**src/rtl/wordchan_pkg.sv**
```systemverilog
package wordchan_pkg;
  localparam int NBYTES  = 4;
  localparam int WORD_W  = NBYTES * 9;
  localparam int STAT_W  = 6;
  localparam int SB_CE   = 0;
  localparam int SB_DE   = 1;
  localparam int SB_PROG = 2;
  localparam int SB_PROT = 3;
  localparam int SB_CDC  = 4;
  localparam int SB_ICC  = 5;

  typedef enum logic [2:0] {
    ST_IDLE,
    ST_FETCH,
    ST_RAISE,
    ST_WAIT_IN,
    ST_WAIT_LOW,
    ST_STORE
  } wc_state_e;
endpackage

```
**src/rtl/wordchan_parity.sv**
```systemverilog
module wordchan_parity #(
  parameter int NB = 4
) (
  input  logic [NB*9-1:0] word_in,
  output logic            par_ok,
  output logic [NB*9-1:0] word_fixed
);
  logic [NB-1:0] lane_good;
  logic [NB-1:0] lane_par;

  for (genvar b = 0; b < NB; b++) begin : g_lane
    assign lane_good[b] = ^{word_in[8*b +: 8], word_in[8*NB + b]};
    assign lane_par[b]  = ~^word_in[8*b +: 8];
  end

  assign par_ok     = &lane_good;
  assign word_fixed = {lane_par, word_in[8*NB-1:0]};
endmodule

```
**src/rtl/wordchan_gap_timer.sv**
```systemverilog
module wordchan_gap_timer #(
  parameter int LIMIT = 15_000_000
) (
  input  logic clk,
  input  logic rst_n,
  input  logic restart,
  input  logic run,
  output logic expired
);
  localparam int TW = $clog2(LIMIT + 1);

  logic [TW-1:0] cnt_q, cnt_d;

  assign expired = (cnt_q == TW'(LIMIT));

  always_comb begin
    cnt_d = cnt_q;
    if (restart)             cnt_d = '0;
    else if (run && !expired) cnt_d = cnt_q + 1'b1;
  end

  always_ff @(posedge clk or negedge rst_n) begin
    if (!rst_n) cnt_q <= '0;
    else        cnt_q <= cnt_d;
  end

  AST_TMR_BOUND: assert property (@(posedge clk) disable iff (!rst_n)
    cnt_q <= TW'(LIMIT));
  AST_TMR_RESTART: assert property (@(posedge clk) disable iff (!rst_n)
    restart |=> !expired);
endmodule

```
**src/rtl/wordchan_ctrl.sv**
```systemverilog
module wordchan_ctrl
  import wordchan_pkg::*;
#(
  parameter int AW          = 16,
  parameter int CW          = 16,
  parameter int TIMEOUT_CYC = 15_000_000
) (
  input  logic              clk,
  input  logic              rst_n,
  input  logic              start,
  input  logic              start_read,
  input  logic [AW-1:0]     start_addr,
  input  logic [CW-1:0]     start_count,
  input  logic              halt,
  output logic              done,
  output logic [5:0]        status,
  output logic              mem_req,
  output logic              mem_we,
  output logic [AW-3:0]     mem_addr,
  output logic [35:0]       mem_wdata,
  input  logic              mem_ack,
  input  logic [35:0]       mem_rdata,
  input  logic              mem_prog_err,
  input  logic              mem_prot_err,
  output logic              dev_cmd,
  output logic              dev_rd,
  output logic              dev_sync_out,
  output logic [35:0]       dev_odata,
  input  logic              dev_sync_in,
  input  logic              dev_end,
  input  logic              dev_sup_par,
  input  logic              dev_pri_in,
  input  logic [35:0]       dev_idata
);
  localparam int WA = AW - 2;
  localparam int WC = CW - 2;

  wc_state_e          state_q, state_d;
  logic               cmd_q, cmd_d, sync_q, sync_d, rd_q, rd_d;
  logic               armed_q, armed_d, done_q, done_d;
  logic [WA-1:0]      addr_q, addr_d;
  logic [WC-1:0]      words_q, words_d;
  logic [WORD_W-1:0]  data_q, data_d;
  logic [STAT_W-1:0]  stat_q, stat_d;
  logic               fin;
  logic [STAT_W-1:0]  fin_bits;
  logic               tmr_restart, tmr_expired, in_par_ok;
  logic [WORD_W-1:0]  in_fixed;
  logic               unused_low_bits;

  assign unused_low_bits = ^{start_addr[1:0], start_count[1:0]};

  wordchan_parity #(.NB(NBYTES)) u_par (
    .word_in    (dev_idata),
    .par_ok     (in_par_ok),
    .word_fixed (in_fixed)
  );

  wordchan_gap_timer #(.LIMIT(TIMEOUT_CYC)) u_gap (
    .clk     (clk),
    .rst_n   (rst_n),
    .restart (tmr_restart),
    .run     (cmd_q && armed_q),
    .expired (tmr_expired)
  );

  always_comb begin
    state_d     = state_q;
    cmd_d       = cmd_q;
    sync_d      = sync_q;
    rd_d        = rd_q;
    armed_d     = armed_q;
    addr_d      = addr_q;
    words_d     = words_q;
    data_d      = data_q;
    stat_d      = stat_q;
    done_d      = 1'b0;
    fin         = 1'b0;
    fin_bits    = '0;
    tmr_restart = 1'b0;

    if (state_q == ST_IDLE) begin
      if (start) begin
        if (start_count[CW-1:2] == '0) begin
          done_d = 1'b1;
          stat_d = STAT_W'(1) << SB_PROG;
        end else begin
          stat_d      = '0;
          cmd_d       = 1'b1;
          rd_d        = start_read;
          armed_d     = dev_pri_in;
          addr_d      = start_addr[AW-1:2];
          words_d     = start_count[CW-1:2];
          tmr_restart = 1'b1;
          state_d     = start_read ? ST_RAISE : ST_FETCH;
        end
      end
    end else if (halt) begin
      fin = 1'b1;
      fin_bits[SB_CE] = 1'b1;
    end else if (tmr_expired) begin
      fin = 1'b1;
      fin_bits[SB_CE]  = 1'b1;
      fin_bits[SB_ICC] = 1'b1;
    end else begin
      case (state_q)
        ST_FETCH, ST_STORE: begin
          if (mem_ack) begin
            if (mem_prog_err) begin
              fin = 1'b1;
              fin_bits[SB_CE]   = 1'b1;
              fin_bits[SB_PROG] = 1'b1;
            end else if (mem_prot_err) begin
              fin = 1'b1;
              fin_bits[SB_CE]   = 1'b1;
              fin_bits[SB_PROT] = 1'b1;
            end else if (state_q == ST_FETCH) begin
              data_d  = mem_rdata;
              state_d = ST_RAISE;
            end else if (words_q == '0) begin
              fin = 1'b1;
              fin_bits[SB_CE] = 1'b1;
              fin_bits[SB_DE] = 1'b1;
            end else begin
              addr_d  = addr_q + 1'b1;
              state_d = ST_RAISE;
            end
          end
        end
        ST_RAISE: begin
          if (!dev_sync_in) begin
            sync_d      = 1'b1;
            tmr_restart = 1'b1;
            state_d     = ST_WAIT_IN;
          end
        end
        ST_WAIT_IN: begin
          if (dev_end) begin
            fin = 1'b1;
            fin_bits[SB_CE] = 1'b1;
            fin_bits[SB_DE] = 1'b1;
          end else if (dev_sync_in) begin
            sync_d  = 1'b0;
            words_d = words_q - 1'b1;
            if (rd_q) begin
              data_d = in_fixed;
              if (!in_par_ok && !dev_sup_par) stat_d[SB_CDC] = 1'b1;
            end
            state_d = ST_WAIT_LOW;
          end
        end
        ST_WAIT_LOW: begin
          if (!dev_sync_in) begin
            if (rd_q) begin
              state_d = ST_STORE;
            end else if (words_q == '0) begin
              fin = 1'b1;
              fin_bits[SB_CE] = 1'b1;
              fin_bits[SB_DE] = 1'b1;
            end else begin
              addr_d  = addr_q + 1'b1;
              state_d = ST_FETCH;
            end
          end
        end
        default: state_d = ST_IDLE;
      endcase
    end

    if (fin) begin
      cmd_d   = 1'b0;
      sync_d  = 1'b0;
      done_d  = 1'b1;
      stat_d  = stat_d | fin_bits;
      state_d = ST_IDLE;
    end
  end

  always_ff @(posedge clk or negedge rst_n) begin
    if (!rst_n) begin
      state_q <= ST_IDLE;
      cmd_q   <= 1'b0;
      sync_q  <= 1'b0;
      rd_q    <= 1'b0;
      armed_q <= 1'b0;
      done_q  <= 1'b0;
      addr_q  <= '0;
      words_q <= '0;
      data_q  <= '0;
      stat_q  <= '0;
    end else begin
      state_q <= state_d;
      cmd_q   <= cmd_d;
      sync_q  <= sync_d;
      rd_q    <= rd_d;
      armed_q <= armed_d;
      done_q  <= done_d;
      addr_q  <= addr_d;
      words_q <= words_d;
      data_q  <= data_d;
      stat_q  <= stat_d;
    end
  end

  assign done         = done_q;
  assign status       = stat_q;
  assign dev_cmd      = cmd_q;
  assign dev_rd       = rd_q;
  assign dev_sync_out = sync_q;
  assign dev_odata    = data_q;
  assign mem_req      = (state_q == ST_FETCH) || (state_q == ST_STORE);
  assign mem_we       = (state_q == ST_STORE);
  assign mem_addr     = addr_q;
  assign mem_wdata    = data_q;

  AST_CMD_ON_START: assert property (@(posedge clk) disable iff (!rst_n)
    start && !dev_cmd && !done && (start_count[CW-1:2] != '0) |=> dev_cmd);
  AST_CMD_FALL_DONE: assert property (@(posedge clk) disable iff (!rst_n)
    $fell(dev_cmd) |-> done);
  AST_RD_STABLE: assert property (@(posedge clk) disable iff (!rst_n)
    dev_cmd && $past(dev_cmd) |-> $stable(dev_rd));
  AST_SYNC_UNDER_CMD: assert property (@(posedge clk) disable iff (!rst_n)
    dev_sync_out |-> dev_cmd);
  AST_SYNC_RISE_QUIET: assert property (@(posedge clk) disable iff (!rst_n)
    $rose(dev_sync_out) |-> $past(!dev_sync_in));
  AST_SYNC_DROP_ON_IN: assert property (@(posedge clk) disable iff (!rst_n)
    dev_sync_out && dev_sync_in |=> !dev_sync_out);
  AST_END_DROPS_BOTH: assert property (@(posedge clk) disable iff (!rst_n)
    dev_cmd && dev_sync_out && dev_end |=> !dev_cmd && !dev_sync_out);
  AST_HALT_DROPS_CMD: assert property (@(posedge clk) disable iff (!rst_n)
    dev_cmd && halt |=> !dev_cmd);
  AST_MEMERR_DROPS_CMD: assert property (@(posedge clk) disable iff (!rst_n)
    mem_req && mem_ack && (mem_prog_err || mem_prot_err) |=> !dev_cmd);
endmodule

```
**config.mk**
```make
export PLATFORM = sky130hd
export DESIGN_NAME = wordchan_ctrl
export DESIGN_NICKNAME = d
export VERILOG_FILES = /design/src/rtl/wordchan_pkg.sv /design/src/rtl/wordchan_parity.sv /design/src/rtl/wordchan_gap_timer.sv /design/src/rtl/wordchan_ctrl.sv
export SDC_FILE = /design/constraint.sdc
export NUM_CORES = 1
export LEC_CHECK = 0
export ABC_AREA = 1
export BUFFER_PORTS_ARGS = -buffer_cell sky130_fd_sc_hd__buf_2
export CAP_MARGIN = 25
export CORE_UTILIZATION = 57
export CTS_CLUSTER_SIZE = 25
export DETAILED_ROUTE_END_ITERATION = 8
export PLACE_DENSITY_LB_ADDON = 0.05
export SYNTH_ARGS = -nofsm -noshare
export SYNTH_HDL_FRONTEND = slang
export SYNTH_SLANG_ARGS = --single-unit
```
**constraint.sdc**
```tcl
create_clock -name clk -period 5.2 [get_ports clk]
set_input_delay 0.78 -clock clk [delete_from_list [all_inputs] [get_ports clk]]
set_output_delay 0.78 -clock clk [all_outputs]
set_load 0.02 [all_outputs]
```
; ---- After elaboration in Yosys (flattened, before gate mapping)
; Index checks and enable logic that the tools add are counted.
; Widths: inputs -> output; s select.
[word_totals]
reg_bits = 102
input_bits = 116
out_inout_bits = 98
wordCells = 219
[classes]
add_sub_neg = 3
eq_ne = 44
mux = 121
bitwise_logic = 5
reduce_logical = 35
[ops]
columns = op, n
row1 = $mux 14, 20
row2 = $mux 36, 7
row3 = $pmux 36 s2, 1
row4 = $mux 3, 20
row5 = $mux 1, 54
row6 = $mux 24, 2
row7 = $ne 3x3->1 const B, 12
row8 = $reduce_xor 9->1, 4
row9 = $reduce_xnor 8->1, 4
row10 = $logic_not 14->1, 2
row11 = $ne 4x4->1 const B, 7
row12 = $pmux 14 s2, 1
row13 = $ne 2x2->1 const B, 13
row14 = $add 24x1->24 const B, 1
row15 = $eq 24x24->1 const B, 1
row16 = $reduce_and 11->1, 2
row17 = $add 14x1->14 const B, 1
row18 = $mux 2, 7
row19 = $reduce_and 7->1, 2
row20 = $sub 14x1->14 const B, 1
row21 = $reduce_and 13->1, 1
row22 = $mux 4, 3
row23 = $mux 6, 2
row24 = $pmux 3 s4, 1
row25 = other kinds (20), 39

; ---- Longest topological paths before layout
[depth]
depth_word = 14
depth_mapped = 15
ltp_nobuf = 15

; ---- Cells and area by module
; Synthesis repeated with hierarchy kept, for this count alone.
[hier_totals]
hier_cells = 1120
area_unflattened_um2 = 7518.5
[modules_own_cells]
columns = module, instances, cells_per_inst, area_each_um2
row1 = wordchan_ctrl, 1, 654, 4702.0
row2 = wordchan_gap_timer, 1, 264, 1725.4
row3 = wordchan_parity, 1, 202, 1091.0

; ---- Least setup slack after synthesis
; Ideal clock, no wire load.
[synth_timing]
kind = input port to flip-flop
from = input port start_count[8]
to = register words_q[7]
setup_time_ns = 0.122
arrival_time_ns = 1.917
t_required_ns = 5.078
path_slack_ns = 3.161
stages = 10
n_path_buf = 1
path_cell_list = or2_2 > nor3_2 > nand3_1 > nand2_1 > nor2_2 > nand2_2 > clkinv_2 > buf_6 > o211ai_2 > nand2_1
[synth_via]
elab_chain_len = 3
[synth_rtl]
columns = element, line
row1 = start: declaration, wordchan_ctrl.sv:13  ; input logic [CW-1:0] start_count,
row2 = $logic_not 14->1, wordchan_ctrl.sv:84  ; if (start_count[CW-1:2] == '0) begin
row3 = $ne 2x2->1 (no source line), --
row4 = $reduce_and 7->1 (no source line), --
row5 = end signal: assignment, wordchan_ctrl.sv:199  ; words_q <= words_d;
row6 = end: declaration, wordchan_ctrl.sv:42  ; logic [WC-1:0] words_q, words_d;
; No other way between the ends.
; A chain may end at the register's enable or synchronous reset.

; ---- Final worst setup path
[layout_timing]
from = register state_q[1]
to = register words_q[13]
[layout_via]
elab_chain_len = 3
[layout_rtl]
columns = element, line
row1 = start: declaration, wordchan_ctrl.sv:38  ; wc_state_e state_q, state_d;
row2 = start signal: assignment, wordchan_ctrl.sv:192  ; state_q <= state_d;
row3 = $eq 3x2->1 or $logic_not 3->1 (tied branches), "wordchan_ctrl.sv:106, wordchan_ctrl.sv:82"
row4 = $reduce_bool 2->1 (no source line) (tied with other cells), --
row5 = $reduce_and 7->1 (no source line), --
; Several ways; a longest one is shown, not always the timed one.

==> flow_metrics.tcl <==
set metrics [dict create \
    synth_cells 990 \
    slew_viol_final 0 \
    drtIter0Drc 486 \
    critPathRequiredTime_ns 5.44 \
    hold_path_class "register to register" \
    swShare_pct 49.4 \
    core-area_um2 12100 \
    root_buffer "clkbuf_16" \
    diodes 0 \
    syn_nets 1111 \
    holdPathStages 2 \
    gp_congestion 0.893 \
    cts_buffer_depth 2 \
    postCtsSetupRepairBufs 0 \
    ant_nets 0 \
    peakVddDrop_mv 0.500 \
    die-area_um2 12900 \
    portBuffers 209 \
    viasPerCell 5.17 \
    dp.final_hpwl_mm 13.0 \
    postCtsResizedCells 0 \
    p_int_uw 2240 \
    rsz0062_at_grt "no" \
    setup_viol 0 \
    grt_pass1_wl_mm 28.4 \
    yosys.area.top_type "dfrtp_1" \
    p_switching_uw 2190 \
    worstMarginPinSlew_ns 0.844 \
    ys_types 50 \
    overflow 0 \
    finalPower_uw 4440 \
    synth.top_cell.area_share_pct 36.1 \
    first_pass_iters 5 \
    grt_max_degree 72 \
    utilization_pct 67.9 \
    htree_levels 3 \
    yosys_most_used_dff "dfrtp_1" \
    synth_xor_xnor_area_share_pct 5.81 \
    cap_viol_max_count 0 \
    status "finished, final reports clean" \
    synth_top_family_by_area "simple AND/OR/NAND/NOR gates" \
    grt_pass1_vias 5971 \
    synthToLayoutAreaGrowth_pct 15.6 \
    cp_max_fo 44 \
    fin_crit_sh_pct 50.4 \
    fin_setup_tns_ns 0 \
    rr_worst_depth 10 \
    synth_edf_count 0 \
    post-route-min-period_ns 2.62 \
    die_w_um 113 \
    clk_pin_slew_ns 0.06 \
    relSlewSlack_pct 43.7 \
    clk_latency_ns 0.35 \
    drive_gt1_share_pct 22.8 \
    ios 214 \
    vias 6830 \
    pwr-share-clk_pct 13.7 \
    synthAdderAreaFrac_pct 0.884 \
    worstPathArrival_ns 2.86 \
    synth_compound_area_share_pct 16.0 \
    fmax_mhz 382 \
    rows 40 \
    yosysSeqAreaShare_pct 36.1 \
    cp-end-kind "register" \
    synth.ff_latch_count 102 \
    syn_area_um2 7080 \
    track_usage_pct 27.9 \
    async_reset_ff_share_pct 100 \
    start_util_pct 58.7 \
    die_y_um 113 \
    cts_sinks 102 \
    yosysWarnings 0 \
    yosys-top-cells-area "dfrtp_1 (36%), nand2_1 (13%), nor2_1 (6.2%)" \
    cts_tree "yes" \
    cts_buffers 9 \
    hold_buffers 0 \
    nets 1270 \
    p_leak_uw 0.00416 \
    pwr-share-comb_pct 55.5 \
    drc 0 \
    synthMuxAreaShare_pct 0.159 \
    timing_hold_violations_final 0 \
    skew_ns 0.00559 \
    powerDensity_nw_per_um2 542 \
    wl_per_cell_um 13.2 \
    routed_wl_mm 17.4 \
    cp-start-kind "register" \
    syn_area_per_cell_um2 7.15 \
    antenna_found_initial 0 \
    worst-setup-path-type "register to register" \
    power_frac_seq_pct 30.8 \
    synthSimpleGateAreaFrac_pct 29.1 \
]
==> cells in the mapped netlist, drive strengths merged (22+ instances only) <==
master,instances
a21oi,28
nand3,59
o21ai,81
nor2,127
o211ai,22
inv,110
o21a,36
nand2,246
buf,53
dfrtp,102
xnor2,30
==> critical path, cell delays in order (launching register included) <==
cell and delay [ns]:
dfrtp_1 0.48, nor2_4 0.24, nand2_8 0.22, inv_2 0.51
nand3_1 0.20, nand2_1 0.11, nor2_2 0.05, nand2_2 0.24
clkinv_2 0.26, nand2_1 0.12, o21ai_1 0.06
==> through the flow <==
stage / area (um2) / hold slack [ns] / worst slack, ns / cells
finish: 8190 / 0.478 / 2.58 / 1320
floorplan: 7080 / 0.465 / 3.16 / 990
detailed placement: 7930 / 0.468 / 2.56 / 1306
global placement: 7930 / 0.466 / 2.57 / 1306
global route: 8190 / 0.522 / 2.32 / 1320
CTS: 8190 / 0.485 / 2.56 / 1320
==> placed cells by master (no fill, tap or decap), types with 13 or more instances in the layout <==
master / count
inv_1: 100
o21ai_1: 13
a21oi_1: 27
o211ai_1: 21
o21a_1: 36
nand3_1: 58
o21ai_0: 67
nor3_1: 16
nor2_1: 117
xor2_1: 17
nand4_1: 14
buf_2: 208
xnor2_1: 30
dfrtp_1: 102
nand2_1: 241
==> logic make-up after synthesis <==
| kind of cell | count (synthesis) |
|---|---|
| xor+xnor | 47 |
| mux | 1 |
| simple gates | 475 |
| buf+inv | 175 |
| flops | 102 |
| compound gates | 185 |
| fa+ha+maj | 5 |
==> power by group through the flow <==
| stage | Combinational, uW | Sequential [uW] | Clock, uW |
|---|---|---|---|
| 2_1_floorplan | 1730 | 1600 | 0 |
| 3_3_place_gp | 2430 | 1370 | 0 |
| 3_5_place_dp | 2460 | 1370 | 0 |
| 4_1_cts | 2470 | 1360 | 625 |
| 5_1_grt | 2730 | 1400 | 657 |
| 6_report | 2460 | 1370 | 608 |
==> flip-flops by register name, indices dropped and copies added, names as in the netlist <==
| signal | count |
|---|---|
| armed_q | 1 |
| dev_cmd | 1 |
| dev_odata | 36 |
| dev_rd | 1 |
| dev_sync_out | 1 |
| done | 1 |
| mem_addr | 14 |
| state_q | 3 |
| status | 6 |
| u_gap.cnt_q | 24 |
| words_q | 14 |
==> final timing paths <==
path                             from       endpoint  slack [ns]
max                        state_q[1]    words_q[13]        2.58
min                         status[5]      status[5]        0.48
max reg2reg                state_q[1]    words_q[13]        2.58
min reg2reg                 status[5]      status[5]        0.48
max in group asynchronous       rst_n   mem_addr[13]        3.69
min in group asynchronous       rst_n  dev_odata[26]        0.53
==> layout make-up <==
class / instances / area [um2]
inverter: 111 / 420
timing repair buffer: 212 / 1070
clock buffer: 12 / 246
sequential: 102 / 2550
multi-input combinational: 713 / 3670
fill: 1124 / 3880
tap: 168 / 210
clock inverter: 2 / 10.0
==> metal layers <==
layer	global-route usage [%]	routed length [um]
met2	45.0	8160
met3	6.06	765
met1	38.6	8250
met5	0	0
met4	6.14	212
(Power assumes the default switching activity.)
